**config.mk**
```make
export PLATFORM = sky130hd
export DESIGN_NAME = tl_deser
export DESIGN_NICKNAME = d
export VERILOG_FILES = /design/src/rtl/tl_deser_pkg.sv /design/src/rtl/tl_slot_ctl.sv /design/src/rtl/tl_lane_cap.sv /design/src/rtl/tl_clk_watch.sv /design/src/rtl/tl_deser.sv
export SDC_FILE = /design/constraint.sdc
export NUM_CORES = 1
export LEC_CHECK = 0
export BUFFER_PORTS_ARGS = -buffer_cell sky130_fd_sc_hd__buf_2
export CORE_ASPECT_RATIO = 0.8
export CORE_MARGIN = 2
export CORE_UTILIZATION = 25
export CTS_CLUSTER_SIZE = 30
export DETAILED_ROUTE_END_ITERATION = 8
export RECOVER_POWER = 50
export SETUP_SLACK_MARGIN = 0.3
export SLEW_MARGIN = 10
export SYNTH_ARGS = -nofsm -noshare
export SYNTH_HDL_FRONTEND = slang
export SYNTH_HIERARCHICAL = 1
export SYNTH_SLANG_ARGS = --single-unit
```
**constraint.sdc**
```tcl
create_clock -name clk -period 1.6 [get_ports clk]
set_input_delay 0.24 -clock clk [delete_from_list [all_inputs] [get_ports clk]]
set_output_delay 0.24 -clock clk [all_outputs]
set_load 0.02 [all_outputs]
```
**src/rtl/tl_deser_pkg.sv**
```systemverilog
package tl_deser_pkg;
  // Per-cycle events of the slot sequencer.
  typedef struct packed {
    logic take;  // sample the lanes this cycle
    logic done;  // this cycle holds the last slot of a frame
  } slot_ev_t;
endpackage

```
**src/rtl/tl_slot_ctl.sv**
```systemverilog
module tl_slot_ctl
  import tl_deser_pkg::*;
#(
  parameter int BITS = 7
) (
  input  logic     clk,
  input  logic     clr,
  input  logic     mark,
  output slot_ev_t ev
);
  localparam int SW = $clog2(BITS + 1);
  localparam logic [SW-1:0] IDLE = SW'(BITS);

  logic [SW-1:0] nxt_q;
  logic [SW-1:0] cur;

  // A marker always restarts at slot 0; otherwise continue or stay idle.
  always_comb begin
    cur     = mark ? '0 : nxt_q;
    ev.take = (cur < IDLE);
    ev.done = (cur == SW'(BITS - 1));
  end

  always_ff @(posedge clk) begin
    if (clr)          nxt_q <= IDLE;
    else if (ev.take) nxt_q <= cur + SW'(1);
    else              nxt_q <= IDLE;
  end
endmodule

```
**src/rtl/tl_lane_cap.sv**
```systemverilog
module tl_lane_cap #(
  parameter int BITS = 7
) (
  input  logic            clk,
  input  logic            clr,
  input  logic            take,
  input  logic            ser,
  output logic [BITS-1:0] nxt
);
  logic [BITS-1:0] sh_q;

  // The newest bit enters at the top, so the first slot ends at bit 0.
  assign nxt = {ser, sh_q[BITS-1:1]};

  always_ff @(posedge clk) begin
    if (clr)       sh_q <= '0;
    else if (take) sh_q <= nxt;
  end
endmodule

```
**src/rtl/tl_clk_watch.sv**
```systemverilog
module tl_clk_watch #(
  parameter int LIMIT = 20
) (
  input  logic clk,
  input  logic clr,
  input  logic mark,
  output logic loss_set
);
  localparam int CW = $clog2(LIMIT + 1);
  localparam logic [CW-1:0] LAST = CW'(LIMIT - 1);

  logic [CW-1:0] cnt_q;

  assign loss_set = !mark && (cnt_q == LAST);

  always_ff @(posedge clk) begin
    if (clr || mark)      cnt_q <= '0;
    else if (cnt_q != LAST) cnt_q <= cnt_q + CW'(1);
  end
endmodule

```
**src/rtl/tl_deser.sv**
```systemverilog
module tl_deser
  import tl_deser_pkg::*;
#(
  parameter int LANES       = 3,
  parameter int BITS        = 7,
  parameter int LOSS_CYCLES = 20   // must exceed 2*BITS
) (
  input  logic                  clk,
  input  logic                  rst,
  input  logic                  pwr_dn_n,
  input  logic                  frame_mark,
  input  logic [LANES-1:0]      ser_in,
  output logic [LANES*BITS-1:0] data_out,
  output logic                  strobe_out
);
  localparam int WORD = LANES * BITS;
  localparam int TW   = $clog2(BITS + 1);
  localparam int LOW  = BITS / 2;

  logic            clr;
  slot_ev_t        ev;
  logic [WORD-1:0] word_nxt;
  logic [WORD-1:0] cap_q;
  logic [TW-1:0]   tmr_q;
  logic [TW-1:0]   ph_q;
  logic [TW-1:0]   ph_n;
  logic            load;
  logic            loss_set;
  logic            hold_q;
  logic            hold_n;
  logic            live_q;

  assign clr = rst || !pwr_dn_n;

  tl_slot_ctl #(.BITS(BITS)) u_slot (
    .clk (clk),
    .clr (clr),
    .mark(frame_mark),
    .ev  (ev)
  );

  for (genvar l = 0; l < LANES; l++) begin : g_lane
    tl_lane_cap #(.BITS(BITS)) u_cap (
      .clk (clk),
      .clr (clr),
      .take(ev.take),
      .ser (ser_in[l]),
      .nxt (word_nxt[l*BITS +: BITS])
    );
  end

  tl_clk_watch #(.LIMIT(LOSS_CYCLES)) u_watch (
    .clk     (clk),
    .clr     (clr),
    .mark    (frame_mark),
    .loss_set(loss_set)
  );

  // Stage 1: collected word, plus a timer that releases it one frame later.
  always_ff @(posedge clk) begin
    if (clr) begin
      cap_q <= '0;
      tmr_q <= '0;
    end else if (ev.done) begin
      cap_q <= word_nxt;
      tmr_q <= TW'(BITS);
    end else if (tmr_q != '0) begin
      tmr_q <= tmr_q - TW'(1);
    end
  end

  assign load   = (tmr_q == TW'(1));
  assign hold_n = loss_set || (hold_q && !load);
  assign ph_n   = (ph_q == TW'(BITS - 1)) ? '0 : ph_q + TW'(1);

  // Stage 2: output word, strobe phase and the lost-clock state.
  always_ff @(posedge clk) begin
    if (clr) begin
      data_out   <= '0;
      ph_q       <= '0;
      live_q     <= 1'b0;
      hold_q     <= 1'b0;
      strobe_out <= 1'b0;
    end else begin
      hold_q <= hold_n;
      if (load) begin
        data_out <= cap_q;
        ph_q     <= '0;
        live_q   <= 1'b1;
      end else begin
        ph_q <= ph_n;
      end
      if (hold_n)                strobe_out <= 1'b1;
      else if (load || !live_q)  strobe_out <= 1'b0;
      else                       strobe_out <= (ph_n >= TW'(LOW));
    end
  end
endmodule

```
Word level (Yosys, flattened, before mapping)
Index checks and enable logic that the tools add are counted.
W data, S select, Z words.

word-level totals
  bits in latches = 0
  word-level logic and storage cells = 44
  bits in registers = 80
  bits of input ports = 7
  memories kept = 0
  bits in writable memories = 0
  output and inout port bits = 22
  bits in read-only memories = 0

cells by class
  $lt $le $gt $ge = 2
  equality and inequality tests = 5
  shifts and indexed selects = 0
  mux-type cells = 6
  add/subtract/negate cells = 4
  reduce and logical (&&, ||, !) cells = 14
  divide/modulo/power cells = 0
  bitwise gates (word level) = 1
  multipliers = 0

operator list
  operator               count
  $mux W3                4
  $add A3 B1 Y3 const B  2
  $eq A3 B3 Y1 const B   2
  $add A5 B1 Y5 const B  1
  $eq A5 B5 Y1 const B   1
  $ne A5 B5 Y1 const B   1
  $logic_not A1 Y1       4
  $logic_or A1 B1 Y1     4
  $reduce_or A2 Y1       2
  $eq A3 B1 Y1 const B   1
  $ge A3 B2 Y1 const B   1
  $lt A3 B3 Y1 const B   1
  $reduce_bool A3 Y1     1
  $sub A3 B1 Y3 const B  1
  $logic_and A1 B1 Y1    2
  $mux W1                2
  $reduce_bool A2 Y1     1
  $not A1 Y1             1

Longest topological paths before layout
Gate-level depths: netlist of run 1.

  word-level depth = 5
  mapped depth = 8
  gate-level depth less buffers = 6

By module
Netlist of run 1, hierarchy kept.

by module, submodules not included
  module        instances  sequential area each (um^2)  area an instance (um^2)  cells each
  tl_deser      1          1021.0                       1913.1                   202
  tl_lane_cap   3          120.1                        221.5                    20
  tl_clk_watch  1          100.1                        237.7                    23
  tl_slot_ctl   1          60.1                         165.2                    19

Least setup slack after synthesis of run 1
No wires, ideal clock.

  path type = reg-to-reg
  start = reg u_slot.nxt_q[1]
  end = reg cap_q[11]
  slack = 0.146 ns
  setup time = 0.134 ns
  arrival = 1.320 ns
  required time = 1.466 ns
  stages on the path, launching flop included = 9
  path through = dfxtp_1 > nor2b_1 > ha_1 > inv_1 > nor2_1 > buf_2 > buf_4 > mux2i_1 > nor2_1

RTL lines
  item                    RTL line           source
  start, declared         tl_slot_ctl.sv:14  logic [SW-1:0] nxt_q;
  start signal, assigned  tl_slot_ctl.sv:26  else if (ev.take) nxt_q <= cur + SW'(1);
  end signal, assigned    tl_deser.sv:65     cap_q <= word_nxt;
  end, declared           tl_deser.sv:23     logic [WORD-1:0] cap_q;

==> flow_metrics.env, run 1 <==
export IMPL_maxCapViolations=0
export IMPL_placed_cell_area_sq_mm=0.00327
export IMPL_p_leak_nw=1.39
export IMPL_criticalPathCategory="flop to flop"
export IMPL_drive_above_1_share_pct=17.2
export IMPL_wirelength_um=6050
export IMPL_cts_sinks=77
export IMPL_wl_per_cell_um=12.2
export IMPL_place_gp_congestion=0.696
export IMPL_cts_tree="done"
export IMPL_syn_area_per_cell_sq_um=9.80
export IMPL_wl_met3_um=446
export IMPL_m1WireLength_um=2910
export IMPL_final_common_cell="dfxtp_1"
export IMPL_ys_seq_area_share_pct=51.7
export IMPL_synth_ff_type="dfxtp_1"
export IMPL_synth_distinct_cells=30
export IMPL_final_cell_area_sq_mm=0.00377
export IMPL_pwr_density_cell_mw_per_mm2=1200
export IMPL_start_util_pct=25.8
export IMPL_slew_violations=0
export IMPL_yosysTopAreaCellShare_pct=51.7
export IMPL_grtUsageTotal_pct=9.93
export IMPL_grt_overflow_total=0
export IMPL_numCtsBuffers=9
export IMPL_start_kind="flop"
export IMPL_final_nets=356
export IMPL_pin_count=29
export IMPL_fin_util_pct=32.6
export IMPL_async_reset_ff_share_pct=0
export IMPL_met2RoutedLength_um=2590
export IMPL_grt_max_degree=44
export IMPL_insertion_delay_ns=0.33
export IMPL_cts_max_path_buffers=2
export IMPL_drt_iter0_drc=133
export IMPL_yosys_warnings=6
export IMPL_grt_pass1_wl_um=9750
export IMPL_antenna_found_initial=1
export IMPL_timing_final_crit_share_pct=90.3
export IMPL_synth_area_sq_mm=0.00298
export IMPL_numPortBuffers=28
export IMPL_tightest_slew_ns=0.625
export IMPL_hold_viol=0
export IMPL_critical_path_buf_inv_count=3
export IMPL_layout_common_cells="dfxtp_1, nor2_1, nand2_1, mux2i_1, clkbuf_1"
export IMPL_core_sq_mm=0.0116
export IMPL_drt_vias_per_instance=4.24
export IMPL_vias=2108
export IMPL_firstDrtPassIters=4
export IMPL_hp_class="primary input to flop"
export IMPL_grt_pass1_vias=1964
export IMPL_netlist_instances=304
export IMPL_drtAntennaViolNets=0
export IMPL_syn_to_final_growth_pct=26.5
export IMPL_cts_max_level=3
export IMPL_cp_arrival_ns=1.67
export IMPL_cp_max_fo=5
export IMPL_required_ns=1.82
export IMPL_cpPeakStageDelay_ns=0.34
export IMPL_fp_dieW_um=126
export IMPL_setup_viol=0
export IMPL_slew_headroom_pct=58.3
export IMPL_rsz0062_at_grt="true"
export IMPL_routed_top_layer="met4"
export IMPL_ys_ff_latch=77
export IMPL_core_rowCount=35
export IMPL_period_minus_slack_ns=1.45
export IMPL_n_fill_cell=1210
export IMPL_cp_slowest_cell="dfxtp_1"
export IMPL_status="complete, no violations"
export IMPL_cpLargestDelayFamily="simple AND/OR/NAND/NOR gates"
export IMPL_fin_tns_setup_ns=0
export IMPL_synth_edff_count=0
export IMPL_ir_worst_vdd_mv=0.565
export IMPL_clkTransAtPathRegs_ns=0.06
export IMPL_cts_root_buf="clkbuf_16"
export IMPL_dieArea_sq_mm=0.0128
export IMPL_end_kind="flop"
export IMPL_crit_chain="nor2b_4, ha_4, inv_2, nor2_4, buf_6, clkbuf_16, mux2i_1, nor2_1"
export IMPL_clock_fmax_mhz=692
export IMPL_drcViolationCount=0
export IMPL_hpwl_um=3760
export IMPL_cts_hold_buf=0
export IMPL_syn_nets=317
export IMPL_dieHeight_um=102
export IMPL_finClkSkew_ns=0.00582
export IMPL_yosys_area_top_type="dfxtp_1"
export IMPL_synthTopCellsByArea="dfxtp_1, mux2i_1, nor2_1"
sequential cells by signal, indices dropped and copies added (netlist names):
signal             flops
cap_q                 21
data_out              21
g_lane.u_cap/sh_q     18
hold_q                 1
live_q                 1
ph_q                   3
strobe_out             1
tmr_q                  3
u_slot/nxt_q           3
u_watch/cnt_q          5
synthesized netlist by cell type (2+ instances only):
master and number:
buf_4 7, buf_2 4, xor2_1 3, nand2b_1 3, nand2b_4 3, ha_1 6
inv_1 5, nand2_1 48, dfxtp_1 77, a21oi_1 28, xnor2_1 3, buf_6 7
nor3_2 2, nor2_1 50, mux2i_1 40, nand3_1 3, nand3b_1 2
worst paths after layout:
check                   from                 endpoint  slack (ns)  depth (start not counted)
max          u_slot/nxt_q[1]                cap_q[20]        0.15                          8
min                ser_in[1]  g_lane[1].u_cap/sh_q[6]        0.16                          3
max reg2reg  u_slot/nxt_q[1]                cap_q[20]        0.15                          8
min reg2reg        cap_q[20]             data_out[20]        0.45                          2
per-layer routing:
layer  track usage (%)  up-vias
met4              4.31        0
li1                  -     1078
met2              14.4       40
met3              4.81       10
met1              12.6      980
met5                 0        -
where the power goes:
group          internal (mW)  total [mW]  leakage [nW]  switching (mW)
registers               1.94        1.95         0.622          0.0163
logic                  0.165       0.345         0.608           0.180
clock network           1.45        2.21         0.156           0.755
total                   3.55        4.51          1.39           0.951
logic make-up (layout without fill, tap and decap cells):
group	count (synthesis)	in the layout	share of synthesized area, %
muxes	41	41	13.9
adders and majority gates	6	6	2.52
buffers and inverters	25	69	5.96
other	0	1	0
and+or+nand+nor	117	117	18.3
xor gates and xnor gates	6	6	1.76
DFF	77	77	51.7
AOI/OAI and AO/OA	32	32	5.75
area by class of cell:
class	instances	area (sq um)	area share, %
inverters	6	25.0	0.664
multi-input cells	202	1320	35.0
clock inverters	3	67.6	1.79
flip-flops and latches	77	1540	41.0
clock buffers	13	260	6.90
repair buffers	47	364	9.66
diodes	1	2.50	0.0664
well taps	148	185	4.91
worst register-to-register path, stage by stage (launching register included):
cell       delay, ns
dfxtp_1         0.34
nor2b_4         0.18
ha_4            0.14
inv_2           0.04
nor2_4          0.13
buf_6           0.15
clkbuf_16       0.15
mux2i_1         0.18
nor2_1          0.05
per-stage QoR:
step / total power [mW] / worst slack [ns] / instances / hold slack (ns)
CTS: 4.54 / 0.190 / 494 / 0.148
global placement: 2.28 / 0.152 / 469 / 0.443
detailed placement: 2.28 / 0.107 / 469 / 0.445
finish: 4.51 / 0.155 / 497 / 0.156
floorplan: 2.23 / 0.236 / 304 / 0.310
global route: 4.68 / 0.0877 / 496 / 0.168
timing repair:
item / in CTS / in global routing
cloned: 2 / 1
pin swaps: 1 / 2
gates resized for setup: 10 / 15
setup endpoints to repair: 30 / 40
setup buffers: 7 / 1
No activity file was read; power rests on OpenSTA's default activity.
==> run 2, diff against run 1 <==
--- a/config.mk
+++ b/config.mk
@@ -11,7 +11,7 @@
 export CORE_UTILIZATION = 25
 export CTS_CLUSTER_SIZE = 30
 export DETAILED_ROUTE_END_ITERATION = 8
-export RECOVER_POWER = 50
+export RECOVER_POWER = 100
 export SETUP_SLACK_MARGIN = 0.3
 export SLEW_MARGIN = 10
 export SYNTH_ARGS = -nofsm -noshare
==> constraint.sdc (replaced) <==
create_clock -name clk -period 1.42 [get_ports clk]
set_input_delay 0.213 -clock clk [delete_from_list [all_inputs] [get_ports clk]]
set_output_delay 0.213 -clock clk [all_outputs]
set_load 0.02 [all_outputs]
==> flow_metrics.env, run 2 (synthesized netlist as in run 1, its figures left out) <==
export IMPL_fin_tns_setup_ns=-0.00164
export IMPL_grt_pass1_wl_um=10800
export IMPL_slew_violations=0
export IMPL_period_minus_slack_ns=1.42
export IMPL_cts_hold_buf=0
export IMPL_required_ns=1.64
export IMPL_final_common_cell="dfxtp_1"
export IMPL_r2r_cells=8
export IMPL_drive_above_1_share_pct=33.6
export IMPL_p_seq_share_pct=41.8
export IMPL_tightest_slew_ns=0.298
export IMPL_m1WireLength_um=3270
export IMPL_setup_viol=1
export IMPL_hpwl_um=3710
export IMPL_clock_fmax_mhz=703
export IMPL_timing_final_crit_share_pct=100
export IMPL_syn_to_final_growth_pct=41.9
export IMPL_ir_worst_vdd_mv=0.588
export IMPL_timing_final_ws_setup_ns=-0.00164
export IMPL_layout_common_cells="dfxtp_1, nor2_1, mux2i_1, clkbuf_1, nand2_1"
export IMPL_fin_util_pct=36.6
export IMPL_cp_max_fo=6
export IMPL_core_sq_mm=0.0116
export IMPL_cts_tree="done"
export IMPL_numCtsBuffers=9
export IMPL_grtUsageTotal_pct=10.9
export IMPL_drt_vias_per_instance=4.26
export IMPL_dieHeight_um=102
export IMPL_cts_max_level=3
export IMPL_placed_cell_area_sq_mm=0.00330
export IMPL_cp_depth=8
export IMPL_antenna_found_initial=0
export IMPL_grt_max_degree=50
export IMPL_place_gp_congestion=0.739
export IMPL_stdcell_count=517
export IMPL_vias=2200
export IMPL_violations="negative setup slack"
export IMPL_power_switching_mw=1.15
export IMPL_cpPeakStageDelay_ns=0.32
export IMPL_drtAntennaViolNets=0
export IMPL_pwr_share_clk_pct=46.6
export IMPL_firstDrtPassIters=4
export IMPL_wl_met3_um=283
export IMPL_regToRegStartpoint="u_slot/nxt_q[1]"
export IMPL_cts_max_path_buffers=2
export IMPL_top_regs="cap_q x21, data_out x21, g_lane.u_cap/sh_q x18"
export IMPL_hold_viol=0
export IMPL_routed_top_layer="met4"
export IMPL_dp_cells=471
export IMPL_rsz0062_at_grt="true"
export IMPL_cts_sinks=77
export IMPL_pin_count=29
export IMPL_fp_dieW_um=126
export IMPL_final_nets=377
export IMPL_pwr_density_cell_mw_per_mm2=1250
export IMPL_start_util_pct=25.8
export IMPL_insertion_delay_ns=0.33
export IMPL_status="finished, violations left"
export IMPL_diodes=0
export IMPL_wirelength_um=6960
export IMPL_power_mw=5.29
export IMPL_p_comb_share_pct=11.6
export IMPL_clkTransAtPathRegs_ns=0.06
export IMPL_crit_end="cap_q[14]"
export IMPL_wl_per_cell_um=13.5
export IMPL_core_rowCount=35
export IMPL_finClkSkew_ns=0.00606
export IMPL_crit_chain="nor2b_4, ha_4, inv_2, nor2_4, buf_4, buf_8, mux2i_1, nor2_1"
export IMPL_grt_overflow_total=0
export IMPL_p_leak_nw=1.65
export IMPL_start_kind="flop"
export IMPL_critPathLaunch="u_slot/nxt_q[1]"
export IMPL_cp_slowest_cell="dfxtp_2"
export IMPL_cp_arrival_ns=1.64
export IMPL_numPortBuffers=28
export IMPL_drcViolationCount=0
export IMPL_intPower_mw=4.14
export IMPL_hp_class="primary input to flop"
export IMPL_met2RoutedLength_um=3320
export IMPL_regToRegSetupSlack_ns=-0.002
export IMPL_maxCapViolations=0
export IMPL_criticalPathCategory="flop to flop"
export IMPL_cpLargestDelayFamily="simple AND/OR/NAND/NOR gates"
export IMPL_dieArea_sq_mm=0.0128
export IMPL_critical_path_buf_inv_count=3
export IMPL_sw_frac_of_total_pct=21.7
export IMPL_r2r_end="cap_q[14]"
export IMPL_end_kind="flop"
export IMPL_slew_headroom_pct=80.0
export IMPL_grt_pass1_vias=2180
export IMPL_cts_root_buf="clkbuf_16"
export IMPL_drt_iter0_drc=100
export IMPL_final_cell_area_sq_mm=0.00423
==> run 2: changes by cell type in the layout (fill, tap and decap cells not counted), sizes merged <==
cell | before | now
buf | 22 | 40
clkbuf | 38 | 40
clkinv | 0 | 2
clkinvlp | 1 | 0
diode | 1 | 0
==> run 2: worst min path at each step <==
stage / cells past startpoint / slack, ns / startpoint / end
floorplan: 1 / 0.28 / frame_mark / u_watch/cnt_q[0]
global placement: 2 / 0.44 / data_out[19] / data_out[19]
detailed placement: 2 / 0.45 / data_out[1] / data_out[1]
CTS: 3 / 0.14 / ser_in[0] / g_lane[0].u_cap/sh_q[6]
global route: 3 / 0.15 / ser_in[1] / g_lane[1].u_cap/sh_q[6]
finish: 3 / 0.15 / ser_in[1] / g_lane[1].u_cap/sh_q[6]
==> run 2: cell type report <==
cell class,instances,area [sq um]
inverter,6,30.0
timing repair buffer,68,662
clock inverter,4,70.1
sequential,77,1550
tap,148,185
multi-input combinational,202,1480
fill,1170,7330
clock buffer,12,256
==> run 2: through the flow <==
step	setup WS (ns)	hold WS, ns
finish	-0.00164	0.155
global route	-0.0928	0.149
CTS	0.0408	0.142
global placement	0.0232	0.443
floorplan	0.0708	0.283
detailed placement	-0.0422	0.446
==> run 2: worst reg2reg max path, cell delays in order, from the launching register on <==
cell and delay (ns):
dfxtp_2 0.32, nor2b_4 0.17, ha_4 0.14, inv_2 0.04, nor2_4 0.11, buf_4 0.14
buf_8 0.12, mux2i_1 0.22, nor2_1 0.06
==> run 2: timing repair <==
action,in CTS,in global routing
setup endpoints to repair,50,70
cloned,5,3
pin swaps,23,41
resized for setup,43,44
buffers inserted,15,7
==> run 2: power groups by stage <==
stage,clock [mW],sequential [mW],combinational [mW]
6_report,2.47,2.21,0.615
5_1_grt,2.61,2.21,0.653
4_1_cts,2.52,2.21,0.558
3_5_place_dp,0,2.25,0.339
3_3_place_gp,0,2.25,0.327
2_1_floorplan,0,2.25,0.281
==> run 2: routing by layer <==
layer  GRT usage (%)  vias up
met5               0        -
met3            4.12        6
met4            4.40        0
met2            17.7       40
met1            13.2     1031
li1                -     1123
==> run 3, diff against run 2 <==
--- a/config.mk
+++ b/config.mk
@@ -6,7 +6,7 @@
 export NUM_CORES = 1
 export LEC_CHECK = 0
 export BUFFER_PORTS_ARGS = -buffer_cell sky130_fd_sc_hd__buf_2
-export CORE_ASPECT_RATIO = 0.8
+export CORE_ASPECT_RATIO = 1.2
 export CORE_MARGIN = 2
 export CORE_UTILIZATION = 25
 export CTS_CLUSTER_SIZE = 30
==> constraint.sdc (replaced) <==
create_clock -name clk -period 1.2 [get_ports clk]
set_input_delay 0.18 -clock clk [delete_from_list [all_inputs] [get_ports clk]]
set_output_delay 0.18 -clock clk [all_outputs]
set_load 0.02 [all_outputs]
==> flow_metrics.env, run 3 (synthesized netlist as in run 1, its figures left out) <==
export IMPL_core_rowCount=43
export IMPL_fin_tns_setup_ns=-8.12
export IMPL_slew_headroom_pct=77.4
export IMPL_regArea_sq_mm=0.00159
export IMPL_timing_final_ws_setup_ns=-0.256
export IMPL_period_minus_slack_ns=1.46
export IMPL_stdcell_count=551
export IMPL_wl_per_cell_um=13.1
export IMPL_pwr_density_cell_mw_per_mm2=1300
export IMPL_cts_sinks=77
export IMPL_cts_max_level=3
export IMPL_ir_worst_vdd_mv=0.587
export IMPL_preCtsSetupSlack_ns=-0.234
export IMPL_final_cell_area_sq_mm=0.00465
export IMPL_rsz0062_at_grt="true"
export IMPL_drive_above_1_share_pct=52.5
export IMPL_cts_max_path_buffers=2
export IMPL_antenna_found_initial=0
export IMPL_hpwl_um=3830
export IMPL_multi_input_area_sq_mm=0.00160
export IMPL_drt_vias_per_instance=4.20
export IMPL_insertion_delay_ns=0.33
export IMPL_drtAntennaViolNets=0
export IMPL_fin_util_pct=40.1
export IMPL_dieArea_sq_mm=0.0128
export IMPL_core_sq_mm=0.0116
export IMPL_cp_slowest_cell="dfxtp_2"
export IMPL_vias=2314
export IMPL_cts_root_buf="clkbuf_16"
export IMPL_numPortBuffers=28
export IMPL_crit_chain="nor2b_4, ha_1, inv_1, nor2_4, buf_12, mux2i_1, nor2_1"
export IMPL_hold_viol=0
export IMPL_grt_max_degree=30
export IMPL_timing_final_crit_share_pct=121
export IMPL_drcViolationCount=0
export IMPL_cp_arrival_ns=1.67
export IMPL_n_fill_cell=1141
export IMPL_dieHeight_um=124
export IMPL_cpPeakStageDelay_ns=0.34
export IMPL_power_mw=6.07
export IMPL_hp_class="primary input to flop"
export IMPL_pin_count=29
export IMPL_violations="negative setup slack"
export IMPL_grt_pass1_vias=2431
export IMPL_layout_common_cells="dfxtp_1, nor2_1, mux2i_1, buf_4, buf_6"
export IMPL_clock_fmax_mhz=687
export IMPL_cts_tree="done"
export IMPL_required_ns=1.41
export IMPL_numCtsBuffers=9
export IMPL_grt_overflow_total=0
export IMPL_finClkSkew_ns=0.00675
export IMPL_syn_to_final_growth_pct=56.2
export IMPL_p_leak_nw=1.82
export IMPL_diodes=0
export IMPL_placed_cell_area_sq_mm=0.00345
export IMPL_place_gp_congestion=0.701
export IMPL_slew_violations=0
export IMPL_grt_pass1_wl_um=11300
export IMPL_end_kind="flop"
export IMPL_dp_cells=494
export IMPL_start_util_pct=25.6
export IMPL_clkTransAtPathRegs_ns=0.06
export IMPL_wirelength_um=7220
export IMPL_drt_iter0_drc=117
export IMPL_cts_hold_buf=0
export IMPL_grtUsageTotal_pct=11.3
export IMPL_top_regs="cap_q x21, data_out x21, g_lane.u_cap/sh_q x18"
export IMPL_maxCapViolations=0
export IMPL_criticalPathCategory="flop to flop"
export IMPL_setup_viol=55
export IMPL_final_nets=402
export IMPL_fin_hold_ws_ns=0.114
export IMPL_status="finished, violations left"
export IMPL_fp_dieW_um=104
export IMPL_start_kind="flop"
export IMPL_tightest_slew_ns=0.339
export IMPL_cp_max_fo=11
export IMPL_final_common_cell="dfxtp_1"
export IMPL_firstDrtPassIters=5
-- run 3: cell types whose count changed in the layout (fill, tap and decap cells not counted), moves of 4 or more --
cell / delta
buf_12: -7
clkbuf_2: -5
buf_6: +29
dfxtp_2: +23
buf_4: +30
a21oi_2: +4
clkbuf_1: -24
a21oi_1: -4
dfxtp_1: -26
-- run 3: worst max-delay path, delay by kind of cell, from the launching register on --
family / cells / cell delay, ns
and+or+nand+nor: 3 / 0.39
buffers and inverters: 2 / 0.24
DFF: 1 / 0.34
adders and majority gates: 1 / 0.15
muxes: 1 / 0.23
-- run 3: area by class of cell --
class	instances	area share (%)
inverter	6	0.538
clock inverter	6	1.51
multi-input combinational	205	34.3
clock buffer	10	5.13
timing repair buffer	90	20.2
tap	157	4.22
sequential	77	34.1
-- run 3: worst paths after layout --
path | slack (ns) | from | to | cells after the start
max reg2reg | -0.26 | u_slot/nxt_q[1] | cap_q[19] | 7
min reg2reg | 0.46 | cap_q[8] | data_out[8] | 2
min | 0.11 | ser_in[0] | cap_q[6] | 3
max | -0.26 | u_slot/nxt_q[1] | cap_q[19] | 7
-- run 3: what timing repair did --
action	CTS	global route
endpoints found under the setup margin	98	98
setup buffers	24	8
pin swaps	40	15
resized for setup	124	33
cloned	8	1
-- run 3: routing by layer --
| metal | global-route usage [%] | share of wire, % | vias up |
|---|---|---|---|
| li1 | - | - | 1171 |
| met1 | 12.7 | 43 | 1087 |
| met2 | 20.3 | 51 | 41 |
| met3 | 2.62 | 3.3 | 15 |
| met4 | 6.08 | 2.5 | 0 |
| met5 | 0 | 0 | - |
-- run 3: power breakdown --
group          internal [mW]  switching (mW)  leakage (nW)  total (mW)
Sequential              2.58          0.0265         0.635        2.61
Combinational          0.377           0.335          1.03       0.712
Clock                   1.68            1.07         0.153        2.75
Total                   4.64            1.43          1.82        6.07
